--- src/rtl/irq_seq_pkg.sv ---
package irq_seq_pkg;
  typedef enum logic [2:0] {
    SQ_IDLE  = 3'd0,
    SQ_STORE = 3'd1,
    SQ_DEC   = 3'd2,
    SQ_SAVE  = 3'd3,
    SQ_VEC   = 3'd4
  } sq_state_e;
endpackage

--- src/rtl/irq_gate.sv ---
module irq_gate (
  input  logic clk_i,
  input  logic rst_ni,
  input  logic fetch_req_i,
  input  logic irq_i,
  input  logic iret_i,
  input  logic idle_i,
  output logic take_o,
  output logic iret_ack_o,
  output logic mask_o
);
  logic mask_q;

  assign take_o     = fetch_req_i & irq_i & ~mask_q & idle_i;
  assign iret_ack_o = iret_i & idle_i;
  assign mask_o     = mask_q;

  always_ff @(posedge clk_i or negedge rst_ni) begin
    if (!rst_ni)         mask_q <= 1'b0;
    else if (take_o)     mask_q <= 1'b1;
    else if (iret_ack_o) mask_q <= 1'b0;
  end
endmodule

--- src/rtl/irq_fsm.sv ---
module irq_fsm
  import irq_seq_pkg::*;
#(
  parameter int ID_W = 4
) (
  input  logic            clk_i,
  input  logic            rst_ni,
  input  logic            take_i,
  input  logic [ID_W-1:0] irq_id_i,
  output sq_state_e       state_o,
  output logic [ID_W-1:0] id_o
);
  sq_state_e       state_q, state_d;
  logic [ID_W-1:0] id_q;

  always_comb begin
    state_d = state_q;
    unique case (state_q)
      SQ_IDLE:  if (take_i) state_d = SQ_STORE;
      SQ_STORE: state_d = SQ_DEC;
      SQ_DEC:   state_d = SQ_SAVE;
      SQ_SAVE:  state_d = SQ_VEC;
      SQ_VEC:   state_d = SQ_IDLE;
      default:  state_d = SQ_IDLE;
    endcase
  end

  always_ff @(posedge clk_i or negedge rst_ni) begin
    if (!rst_ni) begin
      state_q <= SQ_IDLE;
      id_q    <= '0;
    end else begin
      state_q <= state_d;
      if (take_i) id_q <= irq_id_i;
    end
  end

  assign state_o = state_q;
  assign id_o    = id_q;
endmodule

--- src/rtl/vec_base_reg.sv ---
module vec_base_reg #(
  parameter int ADDR_W = 32
) (
  input  logic              clk_i,
  input  logic              rst_ni,
  input  logic              we_i,
  input  logic [ADDR_W-1:0] wdata_i,
  output logic [ADDR_W-1:0] base_o
);
  always_ff @(posedge clk_i or negedge rst_ni) begin
    if (!rst_ni)   base_o <= '0;
    else if (we_i) base_o <= wdata_i;
  end
endmodule

--- src/rtl/irq_port_mux.sv ---
module irq_port_mux
  import irq_seq_pkg::*;
#(
  parameter int ADDR_W     = 32,
  parameter int ID_W       = 4,
  parameter int REG_W      = 3,
  parameter int SP_IDX     = 5,
  parameter int LR_IDX     = 6,
  parameter int WORD_BYTES = 4
) (
  input  sq_state_e         state_i,
  input  logic [ID_W-1:0]   id_i,
  input  logic [ADDR_W-1:0] base_i,
  input  logic              iret_ack_i,
  input  logic [ADDR_W-1:0] pc_i,
  input  logic [ADDR_W-1:0] r5_i,
  input  logic [ADDR_W-1:0] r6_i,
  input  logic [ADDR_W-1:0] tbl_rdata_i,
  output logic              mem_we_o,
  output logic [ADDR_W-1:0] mem_addr_o,
  output logic [ADDR_W-1:0] mem_wdata_o,
  output logic              rf_we_o,
  output logic [REG_W-1:0]  rf_sel_o,
  output logic [ADDR_W-1:0] rf_wdata_o,
  output logic              tbl_re_o,
  output logic [ADDR_W-1:0] tbl_addr_o,
  output logic              pc_we_o,
  output logic [ADDR_W-1:0] pc_wdata_o
);
  localparam logic [ADDR_W-1:0] WORD = ADDR_W'(WORD_BYTES);
  localparam logic [REG_W-1:0]  SP   = REG_W'(SP_IDX);
  localparam logic [REG_W-1:0]  LR   = REG_W'(LR_IDX);

  logic [ADDR_W-1:0] sp_dec;
  logic [ADDR_W-1:0] slot_ofs;

  assign sp_dec   = r5_i - WORD;
  assign slot_ofs = ADDR_W'(id_i) * WORD;

  always_comb begin
    mem_we_o    = 1'b0;
    mem_addr_o  = '0;
    mem_wdata_o = '0;
    rf_we_o     = 1'b0;
    rf_sel_o    = '0;
    rf_wdata_o  = '0;
    tbl_re_o    = 1'b0;
    tbl_addr_o  = '0;
    pc_we_o     = 1'b0;
    pc_wdata_o  = '0;
    unique case (state_i)
      SQ_STORE: begin
        mem_we_o    = 1'b1;
        mem_addr_o  = sp_dec;
        mem_wdata_o = r6_i;
      end
      SQ_DEC: begin
        rf_we_o    = 1'b1;
        rf_sel_o   = SP;
        rf_wdata_o = sp_dec;
      end
      SQ_SAVE: begin
        rf_we_o    = 1'b1;
        rf_sel_o   = LR;
        rf_wdata_o = pc_i;
      end
      SQ_VEC: begin
        tbl_re_o   = 1'b1;
        tbl_addr_o = base_i + slot_ofs;
        pc_we_o    = 1'b1;
        pc_wdata_o = tbl_rdata_i;
      end
      default: begin
        if (iret_ack_i) begin
          pc_we_o    = 1'b1;
          pc_wdata_o = r6_i;
        end
      end
    endcase
  end
endmodule

--- src/rtl/irq_entry_seq.sv ---
module irq_entry_seq
  import irq_seq_pkg::*;
#(
  parameter int ADDR_W     = 32,
  parameter int ID_W       = 4,
  parameter int REG_W      = 3,
  parameter int SP_IDX     = 5,
  parameter int LR_IDX     = 6,
  parameter int WORD_BYTES = 4
) (
  input  logic              clk_i,
  input  logic              rst_ni,
  input  logic              fetch_req_i,
  input  logic              irq_i,
  input  logic [ID_W-1:0]   irq_id_i,
  input  logic              iret_i,
  input  logic [ADDR_W-1:0] pc_i,
  input  logic [ADDR_W-1:0] r5_i,
  input  logic [ADDR_W-1:0] r6_i,
  input  logic              base_we_i,
  input  logic [ADDR_W-1:0] base_wdata_i,
  input  logic [ADDR_W-1:0] tbl_rdata_i,
  output logic              fetch_ok_o,
  output logic              busy_o,
  output logic              mem_we_o,
  output logic [ADDR_W-1:0] mem_addr_o,
  output logic [ADDR_W-1:0] mem_wdata_o,
  output logic              rf_we_o,
  output logic [REG_W-1:0]  rf_sel_o,
  output logic [ADDR_W-1:0] rf_wdata_o,
  output logic              tbl_re_o,
  output logic [ADDR_W-1:0] tbl_addr_o,
  output logic              pc_we_o,
  output logic [ADDR_W-1:0] pc_wdata_o
);
  sq_state_e         state;
  logic [ID_W-1:0]   id_q;
  logic [ADDR_W-1:0] base_q;
  logic              idle, take, iret_ack, mask_q;

  assign idle       = (state == SQ_IDLE);
  assign busy_o     = ~idle;
  // interrupt check shares the fetch cycle
  assign fetch_ok_o = fetch_req_i & idle & ~take;

  irq_gate u_gate (
    .clk_i      (clk_i),
    .rst_ni     (rst_ni),
    .fetch_req_i(fetch_req_i),
    .irq_i      (irq_i),
    .iret_i     (iret_i),
    .idle_i     (idle),
    .take_o     (take),
    .iret_ack_o (iret_ack),
    .mask_o     (mask_q)
  );

  irq_fsm #(.ID_W(ID_W)) u_fsm (
    .clk_i   (clk_i),
    .rst_ni  (rst_ni),
    .take_i  (take),
    .irq_id_i(irq_id_i),
    .state_o (state),
    .id_o    (id_q)
  );

  vec_base_reg #(.ADDR_W(ADDR_W)) u_base (
    .clk_i  (clk_i),
    .rst_ni (rst_ni),
    .we_i   (base_we_i),
    .wdata_i(base_wdata_i),
    .base_o (base_q)
  );

  irq_port_mux #(
    .ADDR_W(ADDR_W), .ID_W(ID_W), .REG_W(REG_W),
    .SP_IDX(SP_IDX), .LR_IDX(LR_IDX), .WORD_BYTES(WORD_BYTES)
  ) u_mux (
    .state_i    (state),
    .id_i       (id_q),
    .base_i     (base_q),
    .iret_ack_i (iret_ack),
    .pc_i       (pc_i),
    .r5_i       (r5_i),
    .r6_i       (r6_i),
    .tbl_rdata_i(tbl_rdata_i),
    .mem_we_o   (mem_we_o),
    .mem_addr_o (mem_addr_o),
    .mem_wdata_o(mem_wdata_o),
    .rf_we_o    (rf_we_o),
    .rf_sel_o   (rf_sel_o),
    .rf_wdata_o (rf_wdata_o),
    .tbl_re_o   (tbl_re_o),
    .tbl_addr_o (tbl_addr_o),
    .pc_we_o    (pc_we_o),
    .pc_wdata_o (pc_wdata_o)
  );
endmodule

--- config.mk ---
export PLATFORM = sky130hd
export DESIGN_NAME = irq_entry_seq
export DESIGN_NICKNAME = d
export VERILOG_FILES = /design/src/rtl/irq_seq_pkg.sv /design/src/rtl/irq_gate.sv /design/src/rtl/irq_fsm.sv /design/src/rtl/vec_base_reg.sv /design/src/rtl/irq_port_mux.sv /design/src/rtl/irq_entry_seq.sv
export SDC_FILE = /design/constraint.sdc
export NUM_CORES = 1
export LEC_CHECK = 0
export BUFFER_PORTS_ARGS = -buffer_cell sky130_fd_sc_hd__buf_4
export CORE_AREA = 2 2 131 133
export DETAILED_ROUTE_END_ITERATION = 8
export DIE_AREA = 0 0 133 135
export GPL_TIMING_DRIVEN = 0
export MAX_ROUTING_LAYER = met4
export SLEW_MARGIN = 5
export SYNTH_ARGS = -nofsm -noshare
export SYNTH_HDL_FRONTEND = slang
export SYNTH_HIERARCHICAL = 1
export SYNTH_SLANG_ARGS = --single-unit
--- constraint.sdc ---
create_clock -name clk_i -period 6.75 [get_ports clk_i]
set_input_delay 0.3375 -clock clk_i [delete_from_list [all_inputs] [get_ports clk_i]]
set_output_delay 0.3375 -clock clk_i [all_outputs]
set_load 0.02 [all_outputs]
Yosys cells after proc, flatten, opt, wreduce, memory -nomap -nowiden
Cells that the tools add are included.
{"block": "word_totals", "ff_bits": 40, "latchBits": 0, "ramBits": 0, "romBits": 0, "inputBits": 170, "out_inout_bits": 169, "wordCells": 40, "mem_count": 0}
{"block": "op_classes", "add_sub_neg": 2, "mul": 0, "div": 0, "magnitude_cmp": 0, "n_eq_ne": 5, "n_shift": 0, "n_mux": 16, "bitwise": 9, "n_reduce_logical": 4}
{"cell": "$mux W32", "n": 4}
{"cell": "$pmux W32 S2", "n": 2}
{"cell": "$add A32 B6 Y32", "n": 1}
{"cell": "$sub A32 B3 Y32 const B", "n": 1}
{"cell": "$pmux W3 S4", "n": 1}
{"cell": "$and A1 B1 Y1", "n": 6}
{"cell": "$eq A3 B2 Y1 const B", "n": 2}
{"cell": "$mux W1", "n": 6}
{"cell": "$pmux W3 S2", "n": 1}
{"cell": "$eq A3 B1 Y1 const B", "n": 1}
{"cell": "$eq A3 B3 Y1 const B", "n": 1}
{"cell": "$logic_not A3 Y1", "n": 1}
{"cell": "$mux W3", "n": 1}
{"cell": "$not A1 Y1", "n": 3}
{"cell": "$reduce_or A3 Y1", "n": 1}
{"cell": "$ne A2 B1 Y1 const B", "n": 1}
{"cell": "$pmux W1 S2", "n": 1}
{"cell": "$reduce_bool A2 Y1", "n": 1}
{"cell": "$reduce_or A2 Y1", "n": 1}

Depth between registers and ports, before layout
Gate-level depths: netlist (run 1).
{"block": "depth", "ltp_word": 5, "ltp_mapped": 8, "mapped_depth_nobuf": 8}

Cells and area by module
Netlist (run 1), hierarchy kept.
{"module": "irq_port_mux", "n_inst": 1, "cells_each": 419, "area_per_inst_um2": 2556.2, "seq_area_each_um2": 0.0}
{"module": "vec_base_reg", "n_inst": 1, "cells_each": 68, "area_per_inst_um2": 1345.0, "seq_area_each_um2": 800.8}
{"module": "irq_fsm", "n_inst": 1, "cells_each": 17, "area_per_inst_um2": 249.0, "seq_area_each_um2": 175.2}
{"module": "irq_gate", "n_inst": 1, "cells_each": 5, "area_per_inst_um2": 56.3, "seq_area_each_um2": 25.0}
{"module": "irq_entry_seq", "n_inst": 1, "cells_each": 3, "area_per_inst_um2": 26.3, "seq_area_each_um2": 0.0}

Worst setup path after synthesis (run 1)
OpenSTA, ideal clock, no wires.
{"block": "synth_path", "kind": "reg2out", "startpoint": "reg u_fsm.id_q[0] (netlist: u_fsm/id_o[0])", "endpoint": "out tbl_addr_o[20]", "t_arrival_ns": 2.392, "required_time_ns": 6.412, "setup_slack_ns": 4.021, "stages_incl_launch_ff": 9, "cell_sequence": "dfrtp_1 > ha_1 > inv_1 > fa_1 > nand2b_1 > a211oi_1 > nand4_1 > xor2_1 > nor2_1"}
{"block": "synth_between", "elab_chain_len": 2}
{"item": "from (decl)", "line": "irq_fsm.sv:14", "text": "logic [ID_W-1:0] id_q;"}
{"item": "from (signal assigned)", "line": "irq_fsm.sv:34", "text": "if (take_i) id_q <= irq_id_i;"}
{"item": "$add A32 B6 Y32", "line": "irq_port_mux.sv:69", "text": "tbl_addr_o = base_i + slot_ofs;"}
{"item": "$mux W32", "line": "irq_port_mux.sv:51", "text": "unique case (state_i)"}
{"item": "to (decl)", "line": "irq_entry_seq.sv:32", "text": "output logic [ADDR_W-1:0] tbl_addr_o,"}
Every way passes these cells.

Worst setup path in the final report (run 1)
{"block": "layout_path", "startpoint": "reg u_fsm.state_q[0] (netlist: u_fsm/state_o[0])", "endpoint": "out mem_wdata_o[21]"}
{"block": "layout_between", "elab_chain_len": 2}
{"item": "from (decl)", "line": "irq_fsm.sv:13", "text": "sq_state_e state_q, state_d;"}
{"item": "from (signal assigned)", "line": "irq_fsm.sv:33", "text": "state_q <= state_d;"}
{"item": "$eq A3 B1 Y1", "line": "irq_port_mux.sv:51"}
{"item": "$mux W32", "line": "irq_port_mux.sv:51"}
{"item": "to (decl)", "line": "irq_entry_seq.sv:27", "text": "output logic [ADDR_W-1:0] mem_wdata_o,"}
Every way passes these cells.

==> impl_results.md, run 1 <==
* CP startpoint kind: flip-flop
* Max Cap Viol at 0
* Largest cells by area after synthesis: dfrtp_1, mux2_4, nor2_1
* Hold Crit Class: in2async
* Worst-Skew Late Latency at 0.28 ns
* Post-synth EDFFs at 0
* Clk_skew at about 0.0044 ns
* Internal Power at 1.06 mW
* Clock transition at the registers of the reported paths at 0.06 ns
* Gr usage total at 0.217
* Vias in the first global route at 4849
* Share of post-route cells with drive strength above 1 at 0.470
* Post-CTS setup buffer count at 0
* Post_cts resized at 0
* Finished Layout Cells at 1077
* Die Height at 135 um
* Area leader, netlist: dfrtp_1
* First DRT Iteration DRCs at 358
* Post-synthesis register bit count at 40
* CTS Buf Count at 5
* Max FO, Critical Path at 10
* Gate power share at 0.736
* Dpl hpwl at 17.0 mm
* Overall power at 2.11 mW
* Power per cell area at slightly below 300 mW/mm^2
* Number of vias in the routed layout at 5189
* Commonest cells post-synth: nor2_1, and2_1, dfrtp_1
* Slew Limit Fails at 0
* Status: finished clean
* GR Overflow Total at 0
* DRT antenna net count at 0
* Storage cell area at 0.00100 mm^2
* Root buffer cell: clkbuf_16
* H-Tree Depth at 2
* DRC viols at 0
* Syn nets at 688
* Worst slew margin at 0.386
* Post-CTS Hold Buffers at 0
* Fmax at 278 MHz
* Final WL at 20.2 mm
* RSZ-0062 raised after global routing: false
* CTS tree: done
* Tcrit/Tclk final at 0.533
* Synth Flop Type: dfrtp_1
* # IOs at 339
* CTS Buffer Depth at 2
* Worst Tran Pin Value at ~0.91 ns
* Synth Area per Inst at 8.27 um^2
* Sw Pwr at approximately 1.1 mW
* Multi-input gate area at between 0.002 and 0.003 mm^2
* Switching fraction of total power at 0.498
* Fin. Hold Viols at 0
* Syn Inst Count at approximately 500
* # rows at 47
* Placed cell area at just over 0.007 mm^2
* Post-route cell area at around 0.0072 mm^2
* Fill cells at between 1500 and 2000
* Post-Syn Area at 0.00423 mm^2
* Top cell type's share of synthesized area at 0.236
* CP arrival at about 3.3 ns
* Initial antenna violation count at 1
* Area growth syn-to-layout at 69.6%
* Gp weighted congestion at 0.944
* Static leakage at 3.48 nW
* Placed cell count at around 1100
* Register area share after synthesis at 0.236
* Port Buffers at 337
* DIE AREA at between 0.015 and 0.02 mm^2
* Clock Sinks at 40
* DR vias/cell at 4.82
* First-pass GRT wire length at 29.3 mm
* Req. time, crit path at 6.41 ns
* Setup violators final at 0
* Final-stage net count at a little over 1000
* Die Width at between 100 and 150 um
* TNS Setup at 0 ns
* WL/cell at 18.8 um
* Initial Utilization at 0.258
* Clk pwr share at 0.106
* Core Region at 0.0164 mm^2
* Top-count cell post-synth: nor2_1
* Crit end category: primary output
* Post-layout min period at 3.60 ns
* Kind of critical path: reg2out
* Flop pwr share at 0.158
* Async S/R FF share, synth at 1.00
* Distinct cells, synth at 52
* Largest net degree at the start of global routing at 41
* Peak VDD IR at 0.000145 V
* Initial DRT Pass Iterations at 5
* Yosys warning count at 6
## cell type report
class,count,share of cell area
Buffer,35,0.0279
Antenna cell,1,0.000349
Sequential cell,40,0.139
Timing Repair Buffer,337,0.352
Inverter,11,0.00575
Multi-Input combinational cell,426,0.417
Clock buffer,6,0.0180
Tap cell,220,0.0383
Clock inverter,1,0.000697
## cell usage in the layout (no fill, tap or decap), types with 9 or more instances in the layout
cell type,count
a22o_1,32
xnor2_1,27
mux2_4,30
o21ai_0,19
nand2_1,17
dfrtp_1,40
nor3_1,12
clkbuf_1,27
nand4_1,19
nor2_1,90
a21oi_1,27
buf_4,338
and2_1,41
nand3_1,12
inv_1,9
xor2_1,30
## worst max-delay path, cell delays in order, from the launching register on
cell      delay, ns
dfrtp_1        0.43
buf_2          0.31
clkinv_1       0.30
or3_1          0.37
clkbuf_1       0.29
inv_1          0.18
clkbuf_1       0.34
clkbuf_1       0.41
and2_1         0.19
buf_4          0.15
## cells by family after synthesis
logic type                 synth area share
DFF                                   0.236
adders and majority gates            0.0219
muxes                                 0.130
AOI/OAI and AO/OA                     0.139
and+or+nand+nor                       0.297
xor gates and xnor gates              0.118
buffers and inverters                0.0570
## path summary, 6_finish.rpt
kind,slack [ns],endpoint,cells past startpoint,from
max,3.15,mem_wdata_o[21],9,u_fsm/state_o[0]
min,0.03,u_base/base_o[27],1,rst_ni
max reg2reg,4.81,u_fsm/id_o[0],4,u_fsm/state_o[2]
min reg2reg,0.50,u_gate/mask_o,1,u_gate/mask_o
max in group asynchronous,6.36,u_fsm/state_o[1],1,rst_ni
min in group clk_i,0.28,u_base/base_o[14],2,base_wdata_i[14]
## through the flow
step,util,hold slack (ns),worst slack [ns]
global placement,0.429,0.356,3.38
finish,0.438,0.0282,3.15
detailed placement,0.429,0.353,3.42
global route,0.438,0.0761,2.88
CTS,0.437,0.0526,3.11
floorplan,-,0.0419,4.02
## layer usage
| metal | up-vias | routed length (um) | track usage |
|---|---|---|---|
| met5 | - | 0 | - |
| met4 | 0 | 552 | 0.0681 |
| met3 | 35 | 1350 | 0.0323 |
| met2 | 239 | 9410 | 0.342 |
| met1 | 2433 | 8930 | 0.287 |
| li1 | 2482 | - | - |
## flip-flops by register name, summed over array words and instances (netlist names)
name	flops
u_base/base_o	32
u_fsm/id_o	4
u_fsm/state_o	3
u_gate/mask_o	1
## power by group through the flow
stage	registers (mW)	logic [mW]	clock network, mW
2_1_floorplan	0.322	0.878	0
3_3_place_gp	0.335	1.55	0
3_5_place_dp	0.337	1.55	0
4_1_cts	0.333	1.56	0.230
5_1_grt	0.341	1.66	0.239
6_report	0.333	1.56	0.225
Power figures use the tool's default switching activity.
==> inputs of run 2 (changes only) <==
clock period = 3.1 ns   (was 6.75 ns; I/O delays follow)
==> impl_results.md, run 2 (synthesized netlist as in run 1, its figures left out) <==
* CP max stage delay at roughly 0.43 ns
* Gr usage total at 0.217
* Fin. Hold Viols at 0
* Area growth syn-to-layout at 70.1%
* H-Tree Depth at 2
* Commonest non-fill, non-tap cells in the layout: buf_4, nor2_1, and2_1
* Placed cell area at roughly 0.0070 mm^2
* DR vias/cell at approximately 4.8
* GR Overflow Total at 0
* Final WL at between 20 and 25 mm
* Setup violators final at 0
* Number of vias in the routed layout at 5202
* CP arrival at 2.72 ns
* Most common cell after layout, fill and taps aside: buf_4
* Worst path slowest cell: dfrtp_1
* Port Buffers at 337
* CTS tree: done
* Worst-Skew Late Latency at 0.28 ns
* Crit path setup slack, layout at 0.230 ns
* First-pass GRT wire length at 29.3 mm
* Power per cell area at roughly 640 mW/mm^2
* Worst Tran Pin Value at 0.908 ns
* Finished Layout Cells at 1077
* Initial antenna violation count at 1
* CP bufs+invs at 4
* WL/cell at 18.8 um
* Top cell by count, worst path: clkbuf_1
* Dpl hpwl at 17.0 mm
* Vias in the first global route at 4854
* DRT antenna net count at 0
* Worst slack, placed at -0.0509 ns
* Slew Limit Fails at 0
* Kind of critical path: reg2out
* Clk_skew at 0.00452 ns
* RSZ-0062 raised after global routing: false
* Clock Sinks at 40
* Post-layout min period at 2.87 ns
* CP startpoint kind: flip-flop
* DRC viols at 0
* Core Region at 0.0164 mm^2
* Placed cell count at roughly 1100
* Max Cap Viol at 0
* Fmax at about 350 MHz
* Initial Utilization at 0.258
* Crit path max-delay family: buffers and inverters
* Post-route cell area at 0.00720 mm^2
* Die Height at ~140 um
* Largest register by flop count: u_base/base_o
* # IOs at 339
* Crit end category: primary output
* Share of post-route cells with drive strength above 1 at 0.474
* Die Width at ~130 um
* CTS Buf Count at 5
* Storage cell area at 0.00100 mm^2
* Largest net degree at the start of global routing at 41
* # rows at 47
* Tcrit/Tclk final at 0.926
* Root buffer cell: clkbuf_16
* CTS Buffer Depth at 2
* DIE AREA at 0.0180 mm^2
* Multi-input gate area at between 0.003 and 0.004 mm^2
* Clock transition at the registers of the reported paths at 0.06 ns
* Max FO, Critical Path at 10
* Worst slew margin at 0.389
* Gp weighted congestion at 0.944
* Final-stage net count at 1032
* Static leakage at 3.49 nW
* Req. time, crit path at 2.94 ns
* Initial DRT Pass Iterations at 4
* Fill cells at approximately 1700
* Peak VDD IR at 0.000315 V
* Hold Crit Class: in2reg
* Cell Chain, Critical Path: clkbuf_4 -> nor2_1 -> xor2_1 -> and2_1 -> clkbuf_1 -> clkbuf_1 -> a22o_1 -> buf_4
* First DRT Iteration DRCs at 348
* Status: finished clean
* Largest register FFs at 32
-- run 2: cell types whose count changed in the layout (fill, tap and decap cells not counted) --
cell,delta
a211oi_2,-1
a211oi_4,+1
buf_2,-1
clkbuf_1,-4
clkbuf_2,+3
clkbuf_4,+1
clkinv_1,-1
clkinv_2,+1
dlygate4sd3_1,+1
-- run 2: layout make-up --
class | count | share of cell area
Clock inverter | 1 | 0.000695
Antenna cell | 1 | 0.000348
Sequential cell | 40 | 0.139
Multi-Input combinational cell | 426 | 0.417
Clock buffer | 6 | 0.0179
Inverter | 11 | 0.00591
Tap cell | 220 | 0.0382
Buffer | 34 | 0.0281
Timing Repair Buffer | 338 | 0.353
-- run 2: final timing paths --
kind / depth (start not counted) / slack, ns / to / start
hold / removal: 2 / 0.1 / u_base/base_o[14] / base_wdata_i[14]
setup reg to reg: 4 / 1.16 / u_fsm/id_o[0] / u_fsm/state_o[2]
setup / recovery: 8 / 0.23 / pc_wdata_o[15] / u_fsm/state_o[0]
hold reg to reg: 1 / 0.50 / u_gate/mask_o / u_gate/mask_o
max in group asynchronous: 2 / 2.35 / u_fsm/state_o[1] / rst_ni
min in group asynchronous: 2 / 0.38 / u_base/base_o[27] / rst_ni
-- run 2: report_power, final --
group / total, mW / internal (mW) / leakage, nW / switching [mW]
clock network: 0.490 / 0.292 / 0.0667 / 0.198
logic: 3.40 / 1.41 / 2.95 / 1.99
registers: 0.725 / 0.614 / 0.473 / 0.111
total: 4.61 / 2.32 / 3.49 / 2.30
-- run 2: what timing repair did --
action | 4_1_cts | 5_1_grt
endpoints found under the setup margin | 30 | 31
endpoints found under the hold margin | 40 | 0
resized for setup | 4 | 4
hold buffers | 1 | 0
buffers inserted | 0 | 0
-- run 2: routing by layer --
layer,vias up,share of wire,track usage
li1,2482,-,-
met1,2440,0.44,0.287
met2,245,0.47,0.342
met3,35,0.068,0.0323
met4,0,0.026,0.0681
met5,-,0,-
-- run 2: stage by stage --
stage / power [mW] / hold WS (ns) / TNS [ns] / util
2_1_floorplan: 2.61 / -0.141 / 0 / -
3_3_place_gp: 4.10 / 0.173 / -0.723 / 0.429
3_5_place_dp: 4.11 / 0.170 / -0.346 / 0.429
4_1_cts: 4.62 / 0.0945 / 0 / 0.438
5_1_grt: 4.88 / 0.0943 / 0 / 0.439
6_report: 4.61 / 0.0980 / 0 / 0.439
-- run 2: worst register-to-register path, cell delays in order, from the launching register on --
cell	delay, ns
dfrtp_1	0.52
nor3_2	0.29
nand3_1	0.16
nor2_1	0.47
mux2_2	0.40
